`config.mk`:
```
export PLATFORM = sky130hd
export DESIGN_NAME = tw_slave
export DESIGN_NICKNAME = d
export VERILOG_FILES = /design/src/rtl/tw_pkg.sv /design/src/rtl/tw_sync.sv /design/src/rtl/tw_cond.sv /design/src/rtl/tw_engine.sv /design/src/rtl/tw_slave.sv
export SDC_FILE = /design/constraint.sdc
export NUM_CORES = 1
export LEC_CHECK = 0
export CORE_MARGIN = 10
export CORE_UTILIZATION = 50
export DETAILED_ROUTE_END_ITERATION = 8
export PLACE_DENSITY = 0.74
export SLEW_MARGIN = 20
export SYNTH_ARGS = -nofsm -noshare
export SYNTH_HDL_FRONTEND = slang
export SYNTH_SLANG_ARGS = --single-unit
export TNS_END_PERCENT = 50
```
`constraint.sdc`:
```
create_clock -name clk -period 2.25 [get_ports clk]
set_input_delay 0.5625 -clock clk [delete_from_list [all_inputs] [get_ports clk]]
set_output_delay 0.5625 -clock clk [all_outputs]
set_load 0.01 [all_outputs]
```
`src/rtl/tw_pkg.sv`:
```
// Shared types for the two-wire slave: protocol state and bus events.
package tw_pkg;

    localparam int BYTE_W = 8;
    localparam int ADDR_W = 7;

    typedef enum logic [3:0] {
        ST_IDLE,
        ST_ADDR,
        ST_ADDR_ACK,
        ST_WR_BIT,
        ST_WR_HOLD,
        ST_WR_ACK,
        ST_RD_HOLD,
        ST_RD_BIT,
        ST_RD_ACK,
        ST_SKIP
    } tw_state_e;

    typedef struct packed {
        logic start;
        logic stop;
        logic scl_rise;
        logic scl_fall;
    } tw_evt_t;

endpackage

```
`src/rtl/tw_sync.sv`:
```
// Multi-stage synchroniser for asynchronous pad levels.
// Assumes the inputs idle high, so every stage resets to 1.
module tw_sync #(
    parameter int W      = 2,
    parameter int STAGES = 2
) (
    input  logic         clk,
    input  logic         rst_n,
    input  logic [W-1:0] d_i,
    output logic [W-1:0] q_o
);
    localparam int LAST = STAGES - 1;

    logic [STAGES-1:0][W-1:0] pipe;

    // Shift the pad levels through the synchroniser stages.
    generate
        if (STAGES == 1) begin : g_one
            always_ff @(posedge clk) begin
                if (!rst_n) pipe <= '1;
                else        pipe <= d_i;
            end
        end else begin : g_many
            always_ff @(posedge clk) begin
                if (!rst_n) pipe <= '1;
                else        pipe <= {pipe[STAGES-2:0], d_i};
            end
        end
    endgenerate

    assign q_o = pipe[LAST];
endmodule

```
`src/rtl/tw_cond.sv`:
```
// Bus event detector: clock edges plus start and stop conditions.
// Assumes synchronised inputs. A start or stop needs SCL high on two
// successive samples, so a data change that arrives together with a
// clock rise is never taken as a condition.
module tw_cond
    import tw_pkg::*;
(
    input  logic    clk,
    input  logic    rst_n,
    input  logic    scl_s,
    input  logic    sda_s,
    output tw_evt_t evt_o
);
    logic scl_q;
    logic sda_q;
    logic hi;

    // Keep the previous synchronised levels for edge detection.
    always_ff @(posedge clk) begin
        if (!rst_n) begin
            scl_q <= 1'b1;
            sda_q <= 1'b1;
        end else begin
            scl_q <= scl_s;
            sda_q <= sda_s;
        end
    end

    // Decode edges and conditions from old and new levels.
    always_comb begin
        hi             = scl_s & scl_q;
        evt_o.scl_rise = scl_s & ~scl_q;
        evt_o.scl_fall = ~scl_s & scl_q;
        evt_o.start    = hi & sda_q & ~sda_s;
        evt_o.stop     = hi & ~sda_q & sda_s;
    end
endmodule

```
`src/rtl/tw_engine.sv`:
```
// Protocol engine: address match, byte shifting, acknowledge, clock
// stretch, abort on mid-byte data change, and the sticky error flag.
// Assumes events from tw_cond and a system clock at least 8x SCL.
module tw_engine
    import tw_pkg::*;
#(
    parameter logic [ADDR_W-1:0] OWN_ADDR = 7'h52
) (
    input  logic              clk,
    input  logic              rst_n,
    input  tw_evt_t           evt_i,
    input  logic              sda_s,
    input  logic              rx_take_i,
    input  logic [BYTE_W-1:0] tx_data_i,
    input  logic              tx_valid_i,
    input  logic              err_clr_i,
    output logic              scl_pull_o,
    output logic              sda_pull_o,
    output logic [BYTE_W-1:0] rx_data_o,
    output logic              rx_valid_o,
    output logic              tx_req_o,
    output logic              bus_err_o
);
    localparam int CNT_W = $clog2(BYTE_W + 1);
    localparam logic [CNT_W-1:0] FULL = CNT_W'(BYTE_W);
    localparam logic [CNT_W-1:0] ERR_MIN = CNT_W'(2);

    tw_state_e         state;
    logic [CNT_W-1:0]  cnt;
    logic [BYTE_W-1:0] sh;
    logic              rd;
    logic              mack;
    logic              in_byte;
    logic              mid_byte;
    logic              moved;

    // Flag a data-line move while SCL is high inside the error window.
    always_comb begin
        in_byte  = (state == ST_ADDR) || (state == ST_WR_BIT) || (state == ST_RD_BIT);
        mid_byte = in_byte && (cnt >= ERR_MIN);
        moved    = evt_i.start | evt_i.stop;
    end

    // Main protocol sequencer; conditions take priority over bit events.
    always_ff @(posedge clk) begin
        if (!rst_n) begin
            state      <= ST_IDLE;
            cnt        <= '0;
            sh         <= '0;
            rd         <= 1'b0;
            mack       <= 1'b0;
            scl_pull_o <= 1'b0;
            sda_pull_o <= 1'b0;
            rx_data_o  <= '0;
            bus_err_o  <= 1'b0;
        end else begin
            if (err_clr_i) bus_err_o <= 1'b0;
            if (moved && mid_byte) begin
                bus_err_o  <= 1'b1;
                state      <= ST_SKIP;
                sda_pull_o <= 1'b0;
                scl_pull_o <= 1'b0;
            end else if (evt_i.start) begin
                state      <= ST_ADDR;
                cnt        <= '0;
                sda_pull_o <= 1'b0;
                scl_pull_o <= 1'b0;
            end else if (evt_i.stop) begin
                state      <= ST_IDLE;
                sda_pull_o <= 1'b0;
                scl_pull_o <= 1'b0;
            end else begin
                case (state)
                    ST_ADDR: begin
                        if (evt_i.scl_rise) begin
                            sh  <= {sh[BYTE_W-2:0], sda_s};
                            cnt <= cnt + 1'b1;
                        end else if (evt_i.scl_fall && cnt == FULL) begin
                            if (sh[BYTE_W-1:1] == OWN_ADDR) begin
                                rd         <= sh[0];
                                sda_pull_o <= 1'b1;
                                state      <= ST_ADDR_ACK;
                            end else begin
                                state <= ST_SKIP;
                            end
                        end
                    end
                    ST_ADDR_ACK: begin
                        if (evt_i.scl_fall) begin
                            sda_pull_o <= 1'b0;
                            cnt        <= '0;
                            if (rd) begin
                                scl_pull_o <= 1'b1;
                                state      <= ST_RD_HOLD;
                            end else begin
                                state <= ST_WR_BIT;
                            end
                        end
                    end
                    ST_WR_BIT: begin
                        if (evt_i.scl_rise) begin
                            sh  <= {sh[BYTE_W-2:0], sda_s};
                            cnt <= cnt + 1'b1;
                        end else if (evt_i.scl_fall && cnt == FULL) begin
                            rx_data_o  <= sh;
                            scl_pull_o <= 1'b1;
                            state      <= ST_WR_HOLD;
                        end
                    end
                    ST_WR_HOLD: begin
                        if (rx_take_i) begin
                            sda_pull_o <= 1'b1;
                            scl_pull_o <= 1'b0;
                            state      <= ST_WR_ACK;
                        end
                    end
                    ST_WR_ACK: begin
                        if (evt_i.scl_fall) begin
                            sda_pull_o <= 1'b0;
                            cnt        <= '0;
                            state      <= ST_WR_BIT;
                        end
                    end
                    ST_RD_HOLD: begin
                        if (tx_valid_i) begin
                            sh         <= tx_data_i;
                            sda_pull_o <= ~tx_data_i[BYTE_W-1];
                            scl_pull_o <= 1'b0;
                            cnt        <= '0;
                            state      <= ST_RD_BIT;
                        end
                    end
                    ST_RD_BIT: begin
                        if (evt_i.scl_rise) begin
                            cnt <= cnt + 1'b1;
                        end else if (evt_i.scl_fall) begin
                            if (cnt == FULL) begin
                                sda_pull_o <= 1'b0;
                                state      <= ST_RD_ACK;
                            end else begin
                                sh         <= {sh[BYTE_W-2:0], 1'b0};
                                sda_pull_o <= ~sh[BYTE_W-2];
                            end
                        end
                    end
                    ST_RD_ACK: begin
                        if (evt_i.scl_rise) begin
                            mack <= ~sda_s;
                        end else if (evt_i.scl_fall) begin
                            if (mack) begin
                                scl_pull_o <= 1'b1;
                                state      <= ST_RD_HOLD;
                            end else begin
                                state <= ST_SKIP;
                            end
                        end
                    end
                    default: ;
                endcase
            end
        end
    end

    // Local handshake flags follow the waiting states.
    assign rx_valid_o = (state == ST_WR_HOLD);
    assign tx_req_o   = (state == ST_RD_HOLD);
endmodule

```
`src/rtl/tw_slave.sv`:
```
// Two-wire serial slave top: synchroniser, condition detector and
// protocol engine. Pads are open-drain; outputs are pull-low enables.
// Assumes clk runs at least 8x the bus clock.
module tw_slave #(
    parameter logic [6:0] OWN_ADDR    = 7'h52,
    parameter int         SYNC_STAGES = 2
) (
    input  logic       clk,
    input  logic       rst_n,
    input  logic       scl_i,
    input  logic       sda_i,
    output logic       scl_pull_o,
    output logic       sda_pull_o,
    output logic [7:0] rx_data_o,
    output logic       rx_valid_o,
    input  logic       rx_take_i,
    input  logic [7:0] tx_data_i,
    input  logic       tx_valid_i,
    output logic       tx_req_o,
    output logic       bus_err_o,
    input  logic       bus_err_clr_i
);
    import tw_pkg::*;

    logic [1:0] pads_s;
    tw_evt_t    evt;

    tw_sync #(.W(2), .STAGES(SYNC_STAGES)) u_sync (
        .clk   (clk),
        .rst_n (rst_n),
        .d_i   ({scl_i, sda_i}),
        .q_o   (pads_s)
    );

    tw_cond u_cond (
        .clk   (clk),
        .rst_n (rst_n),
        .scl_s (pads_s[1]),
        .sda_s (pads_s[0]),
        .evt_o (evt)
    );

    tw_engine #(.OWN_ADDR(OWN_ADDR)) u_eng (
        .clk        (clk),
        .rst_n      (rst_n),
        .evt_i      (evt),
        .sda_s      (pads_s[0]),
        .rx_take_i  (rx_take_i),
        .tx_data_i  (tx_data_i),
        .tx_valid_i (tx_valid_i),
        .err_clr_i  (bus_err_clr_i),
        .scl_pull_o (scl_pull_o),
        .sda_pull_o (sda_pull_o),
        .rx_data_o  (rx_data_o),
        .rx_valid_o (rx_valid_o),
        .tx_req_o   (tx_req_o),
        .bus_err_o  (bus_err_o)
    );
endmodule

```
======== Word-level counts from Yosys, hierarchy flattened ========
Index checks and enable logic that the tools add are counted.
word-level totals
  register bits ........................... 35
  input port bits ......................... 15
  output and inout port bits .............. 13
  word-level logic and storage cells ...... 160
operators by class
  $add $sub $neg .......................... 1
  magnitude comparators ................... 1
  equal/unequal tests ..................... 46
  mux-type cells .......................... 54
  bitwise operators ....................... 19
  reduce and logical (&&, ||, !) cells .... 25
operators with widths
  kind                                                  count
  2-to-1 mux 4 bit                                      23
  2-to-1 mux 8 bit                                      5
  case mux 4 bit (8 select lines)                       1
  != test 5 x 3 -> 1 bit (second input constant)        6
  AND reduction 14 bit                                  2
  case mux 8 bit (3 select lines)                       1
  2-to-1 mux 1 bit                                      20
  != test 2 x 1 -> 1 bit (second input constant)        10
  != test 2 bit (second input constant)                 10
  != test 5 x 1 -> 1 bit (second input constant)        4
  AND reduction 9 bit                                   2
  equality test 4 x 3 -> 1 bit (second input constant)  4
  != test 5 x 2 -> 1 bit (second input constant)        3
  case mux 4 bit (3 select lines)                       1
  AND reduction 6 bit                                   2
  inverter 1 bit                                        11
  nonzero test 11 bit                                   1
  case mux 1 bit (5 select lines)                       2
  AND reduction 10 bit                                  1
  nonzero test 5 bit                                    2
  equality test 4 x 2 -> 1 bit (second input constant)  2
  equality test 4 bit (second input constant)           2
  nonzero test 8 bit                                    1
  bitwise AND 1 bit                                     7
  other kinds (18)                                      23

======== Depth between registers and ports, before layout ========
Gate-level depths: netlist of the first run.
  depth after elaboration ................. 9
  gate-level depth with buffers ........... 9
  mapped depth without buffers ............ 8

======== Cells and area by module ========
Synthesis of the first run repeated with hierarchy kept, for this count alone.
unflattened totals
  cell total of the unflattened synthesis .. 252
  area total of the unflattened synthesis .. 2177.1 um2
by module, submodules not included
  module     instances  cells an instance  area an instance (um2)
  tw_engine  1          234                1971.9
  tw_sync    1          10                 120.1
  tw_cond    1          8                  85.1

======== Worst setup path after synthesis of the first run ========
Ideal clock, no wire load.
  path kind ............................... reg-to-reg
  start ................................... register u_eng.cnt[1]
  end ..................................... register u_eng.sh[2]
  setup time .............................. 0.116 ns
  data arrival time ....................... 1.621 ns
  required time ........................... 2.134 ns
  setup slack ............................. 0.512 ns
  stages on the path, launching flop included .. 10
  cell sequence ........................... dfxtp_1 inv_1 ha_1 nand3b_1 a311oi_1 nor4_1 o21a_2 buf_6 nand2_1 o211a_1
between the ends
  cells in the longest elaborated chain, start to end .. 5
ends and longest elaborated chain
  item                                        line              source
  from (decl)                                 tw_engine.sv:29   logic [CNT_W-1:0] cnt;
  from (signal assigned)                      tw_engine.sv:77   cnt <= cnt + 1'b1;
  from (signal assigned)                      tw_engine.sv:103  cnt <= cnt + 1'b1;
  from (signal assigned)                      tw_engine.sv:135  cnt <= cnt + 1'b1;
  greater-or-equal comparator 4 x 2 -> 1 bit  tw_engine.sv:40   mid_byte = in_byte && (cnt >= ERR_MIN);
  logical AND 1 bit                           tw_engine.sv:40
  logical AND 1 bit                           tw_engine.sv:58   if (moved && mid_byte) begin
  inverter 1 bit (no line)                    -
  AND reduction 9 bit (no line) *             -
  to (signal assigned)                        tw_engine.sv:76   sh <= {sh[BYTE_W-2:0], sda_s};
  to (signal assigned)                        tw_engine.sv:102  sh <= {sh[BYTE_W-2:0], sda_s};
  to (signal assigned)                        tw_engine.sv:126  sh <= tx_data_i;
  to (decl)                                   tw_engine.sv:30   logic [BYTE_W-1:0] sh;
Mark *: on every way between the ends. The rest lies on a longest branch, timed or not.
A chain may end at the register's enable or synchronous reset.

======== Worst setup path after layout of the first run ========
  start ................................... register u_eng.state[0]
  end ..................................... register u_eng.sh[2]
between the ends
  cells in the longest elaborated chain, start to end .. 7
ends and longest elaborated chain
  item                                                                                 line                              source
  from (decl)                                                                          tw_engine.sv:28                   tw_state_e state;
  from (signal assigned)                                                               tw_engine.sv:47                   state <= ST_IDLE;
  from (signal assigned)                                                               tw_engine.sv:60                   state <= ST_SKIP;
  from (signal assigned)                                                               tw_engine.sv:64                   state <= ST_ADDR;
  equality test 4 x 1 -> 1 bit / equality test 4 x 2 -> 1 bit (equally long branches)  tw_engine.sv:39, tw_engine.sv:73
  logical OR 1 bit (2 in series)                                                       tw_engine.sv:39                   in_byte = (state == ST_ADDR) || (state == ST_WR_BIT) || (state == ST_RD_BIT);
  logical AND 1 bit                                                                    tw_engine.sv:40
  logical AND 1 bit                                                                    tw_engine.sv:58
  inverter 1 bit (no line)                                                             -
  AND reduction 9 bit (no line)                                                        -
Several ways; a longest one is shown, not always the timed one.

==> summary by stage, run 1 <==
Outcome
The flow ran to the end, and the final reports show no timing, DRC or antenna violations.

Logic synthesis
Synthesis produced a netlist with a net count of 250. Summing every instance area after synthesis gives ~2100 µm². The register bit count reported by yosys is 35.

In the synthesized netlist the dominant register cell turns out to be dfxtp_1. Of the synthesized area, sequential elements account for 0.337. The synthesized netlist contains 54 unique library cells.

Averaged over all synthesized cells, the footprint is 8.95 µm². Synthesis produced 232 cells. In this run, synthesis inferred 0 flip-flops with an integrated enable. Yosys printed 0 warnings. The proportion of register bits with asynchronous set or reset after synthesis is 0.

STA
The final critical-path share of the clock period is 0.892. The number of hold violations in the final report is 0. Headroom to the max-slew limit came out at 0.644. The pin slew with the least headroom to its limit is 533 ps. The sum of negative setup slack is 0 ps.

Across the routed clock network, the largest skew measured is 5.89 ps. Setup repair after global routing left no endpoint under its margin. Counting I/O delays and the setup requirement, the final critical path takes 2010 ps. The peak clock frequency supported by timing is 498 MHz.

The max-slew violation total from the final report was 0. In the post-route analysis, the smallest setup slack over all paths is 243 ps. The total setup violations reported at the end of the flow is 0.

Route
The remaining antenna violation count is 0. Across all layers, the routed design uses 1771 vias. The mean routed wirelength per cell is 15.9 µm. After the first detailed-routing iteration, the DRC count stood at 117. The ratio of routed vias to standard cells is 5.60.

The count of unresolved DRC violations after routing is 0. The overall routed net length is 5010 µm. For this run, the detailed router's first-pass iteration total came to 4.

Setup path
The worst path required time is 2440 ps. The family with the most delay on the worst path is simple AND/OR/NAND/NOR gates. The largest single stage delay on the critical path is 380 ps. In this run the critical register-to-register path is launched from u_eng.state[0]$_SDFFE_PN0P_.

Traced cell by cell, the critical path runs through buf_4, nand2b_1, nor3_1, a21oi_1, o21a_2, buf_12, o211a_1. The critical path runs through a total of 7 cells. Measured in cells, the most critical reg-to-reg path has a length of 7. The category of the critical setup timing path is reg -> reg.

The element type at the critical path start is a register. The setup slack on the worst flop-to-flop path is between 200 and 250 ps. Among all stages on the critical path, the largest delay is contributed by nor3_1. The critical register-to-register path endpoint is u_eng.sh[2]$_SDFFE_PN0P_. STA puts the critical path data arrival time at 2190 ps. The critical path buffer and inverter count is 2. Along the worst path, the maximum fanout reaches 15. The capturing element type of the critical path is a register.

Final layout
The number of nets in the layout is 283. In the final layout, the multi-input gates occupy 1280 µm². The most common cell after layout, fill and taps aside is dfxtp_1. For this run, the share of the core covered by cells in the final layout is 0.630. With fillers left out, the area of the finished cells amounts to between 2000 and 3000 µm². The share of layout cells above drive strength 1 is 0.117. The signed area change from the synthesized netlist to the final layout is 21.3%. The library cells used most frequently in the layout, excluding fill and tap cells, are dfxtp_1 (35), clkdlybuf4s50_1 (25), mux2i_1 (22). The area taken by flip-flops and latches is 701 µm².

Counting the fill cells in the layout gives 368. The total inserted antenna cells is 0.

Global route
Entering global routing, the biggest net connects 22 pins. Across every metal layer, demand over resource in global routing totals 0.140. The via count of the first global-routing pass is 1825. The initial antenna violation count is 0. The remaining global-route overflow is 0. The first global-routing pass estimated 8420 µm of wire.

Pwr
For this design the static power due to leakage is 1.09 nW. The power after layout is between 0.001 and 0.0015 W. The ratio of total power to cell area is 504 nW/µm². IR analysis of the VDD net gives a maximum drop of 279 µV.

Place
After detailed placement, the total cell area comes to 2420 µm². The estimated wirelength of the detail-placed design is roughly 3700 µm. The count of buffers added on input and output ports is 27. The pre-CTS setup slack is between 70 and 80 ps.

Routability-driven placement finished with a final weighted congestion of between 0.8 and 0.9.

CTS
For this design, the CTS-stage hold fixing added 0 buffers. The CTS buffer count is 5. Clock latency on the worst-skew pair, taken at its later pin, is around 290 ps. No sink is reached through more buffers than the 2 on the longest clock path. TritonCTS built the clock tree.

Clock tree synthesis found a total of 35 sinks. Clock-pin slew was measured on the worst setup and hold paths at 70 ps. The CTS root buffer is clkbuf_8. In this run the number of H-tree levels came out at 2.

Hold path
For hold timing, the worst endpoint is u_sync.q_o[1]$_SDFF_PN1_. The number of cells traversed by the worst hold path is 1. The type of the worst min-delay path is reg -> reg. The startpoint identified for the worst hold timing path is u_sync.pipe[1]$_SDFF_PN1_.

Floorplan
The floorplan die area is 7130 µm². 28 I/O pins were placed. The effective utilization at floorplan is 0.519. The die is 84.5 µm tall. The area of the core region is 4000 µm². After floorplanning, the core was divided into 23 placement rows. The die is ~84 µm wide.

Job
The reported max-cap violation count is 0.
[worst max path at each step]
stage | startpoint | endpoint | slack (ps)
global placement | tx_valid_i | u_eng.sh[6]$_SDFFE_PN0P_ | 100
global route | u_eng.cnt[1]$_SDFFE_PN0P_ | u_eng.sh[3]$_SDFFE_PN0P_ | 90
floorplan | u_eng.cnt[1]$_SDFFE_PN0P_ | u_eng.sh[2]$_SDFFE_PN0P_ | 510
CTS | u_eng.state[2]$_SDFFE_PP0P_ | rx_valid_o | 240
finish | u_eng.state[0]$_SDFFE_PN0P_ | u_eng.sh[2]$_SDFFE_PN0P_ | 240
detailed placement | tx_valid_i | u_eng.sh[3]$_SDFFE_PN0P_ | 70
[stage by stage]
| step | instances | hold slack (ps) |
|---|---|---|
| 6_report | 316 | 407 |
| 2_1_floorplan | 232 | 386 |
| 3_5_place_dp | 308 | 392 |
| 3_3_place_gp | 308 | 390 |
| 4_1_cts | 316 | 409 |
| 5_1_grt | 316 | 429 |
[flip-flops by register name (all words and copies together), names as in the netlist, 2 cells and up]
register,cells
u_eng.rx_data_o,8
u_eng.sh,8
u_eng.cnt,4
u_eng.state,4
u_sync.pipe,2
u_sync.q_o,2
[cell type report]
cell class,instances,share of cell area
Clock buffer,8,0.0397
Multi-Input combinational cell,180,0.507
Timing Repair Buffer,37,0.141
Inverter,6,0.00894
Sequential cell,35,0.278
Tap cell,50,0.0248
[kinds of logic after synthesis]
family                     count (synthesis)  synth area share
AOI/OAI and AO/OA                         54             0.207
adders and majority gates                  3            0.0181
buffers and inverters                     17            0.0494
DFF                                       35             0.337
muxes                                     22             0.106
and+or+nand+nor                          101             0.283
[cell usage after synthesis, types with 5 or more instances]
master | instances | share of area
dfxtp_1 | 35 | 0.34
nand2b_1 | 13 | 0.039
nand3_1 | 5 | 0.012
nand3b_1 | 5 | 0.018
mux2i_1 | 22 | 0.11
nor2_1 | 15 | 0.027
o21ai_0 | 7 | 0.017
nor2b_1 | 17 | 0.051
inv_1 | 6 | 0.011
o211a_1 | 11 | 0.053
a21oi_1 | 10 | 0.024
nand2_1 | 20 | 0.036
[timing repair]
| action | 4_1_cts | 5_1_grt |
|---|---|---|
| setup buffers | 0 | 0 |
| resized for setup | 3 | 0 |
| endpoints found under the setup margin | 2 | 0 |
| hold endpoints to repair | 0 | 0 |
[where the power goes]
| group | switching (W) | leakage, nW | internal, W |
|---|---|---|---|
| registers | 0.00000828 | 0.283 | 0.000628 |
| clock network | 0.000231 | 0.0515 | 0.000280 |
| logic | 0.0000634 | 0.754 | 0.0000611 |
| total | 0.000302 | 1.09 | 0.000968 |
[layer usage]
metal  part of all wire  up-vias  wire [µm]  track usage
met5                  0        -          0            0
met4              0.016        0         78       0.0554
met3              0.052        8        262       0.0483
met2               0.47       42       2340        0.228
met1               0.47      819       2340        0.163
li1                   -      902          -            -
Note: power is estimated with default switching activity, not from simulation.
==> inputs of run 2 (changes only) <==
Settings changed: GPL_ROUTABILITY_DRIVEN set to 1.
==> results of run 2 <==
The final DEF is identical to that of run 1; final timing and power are the same.
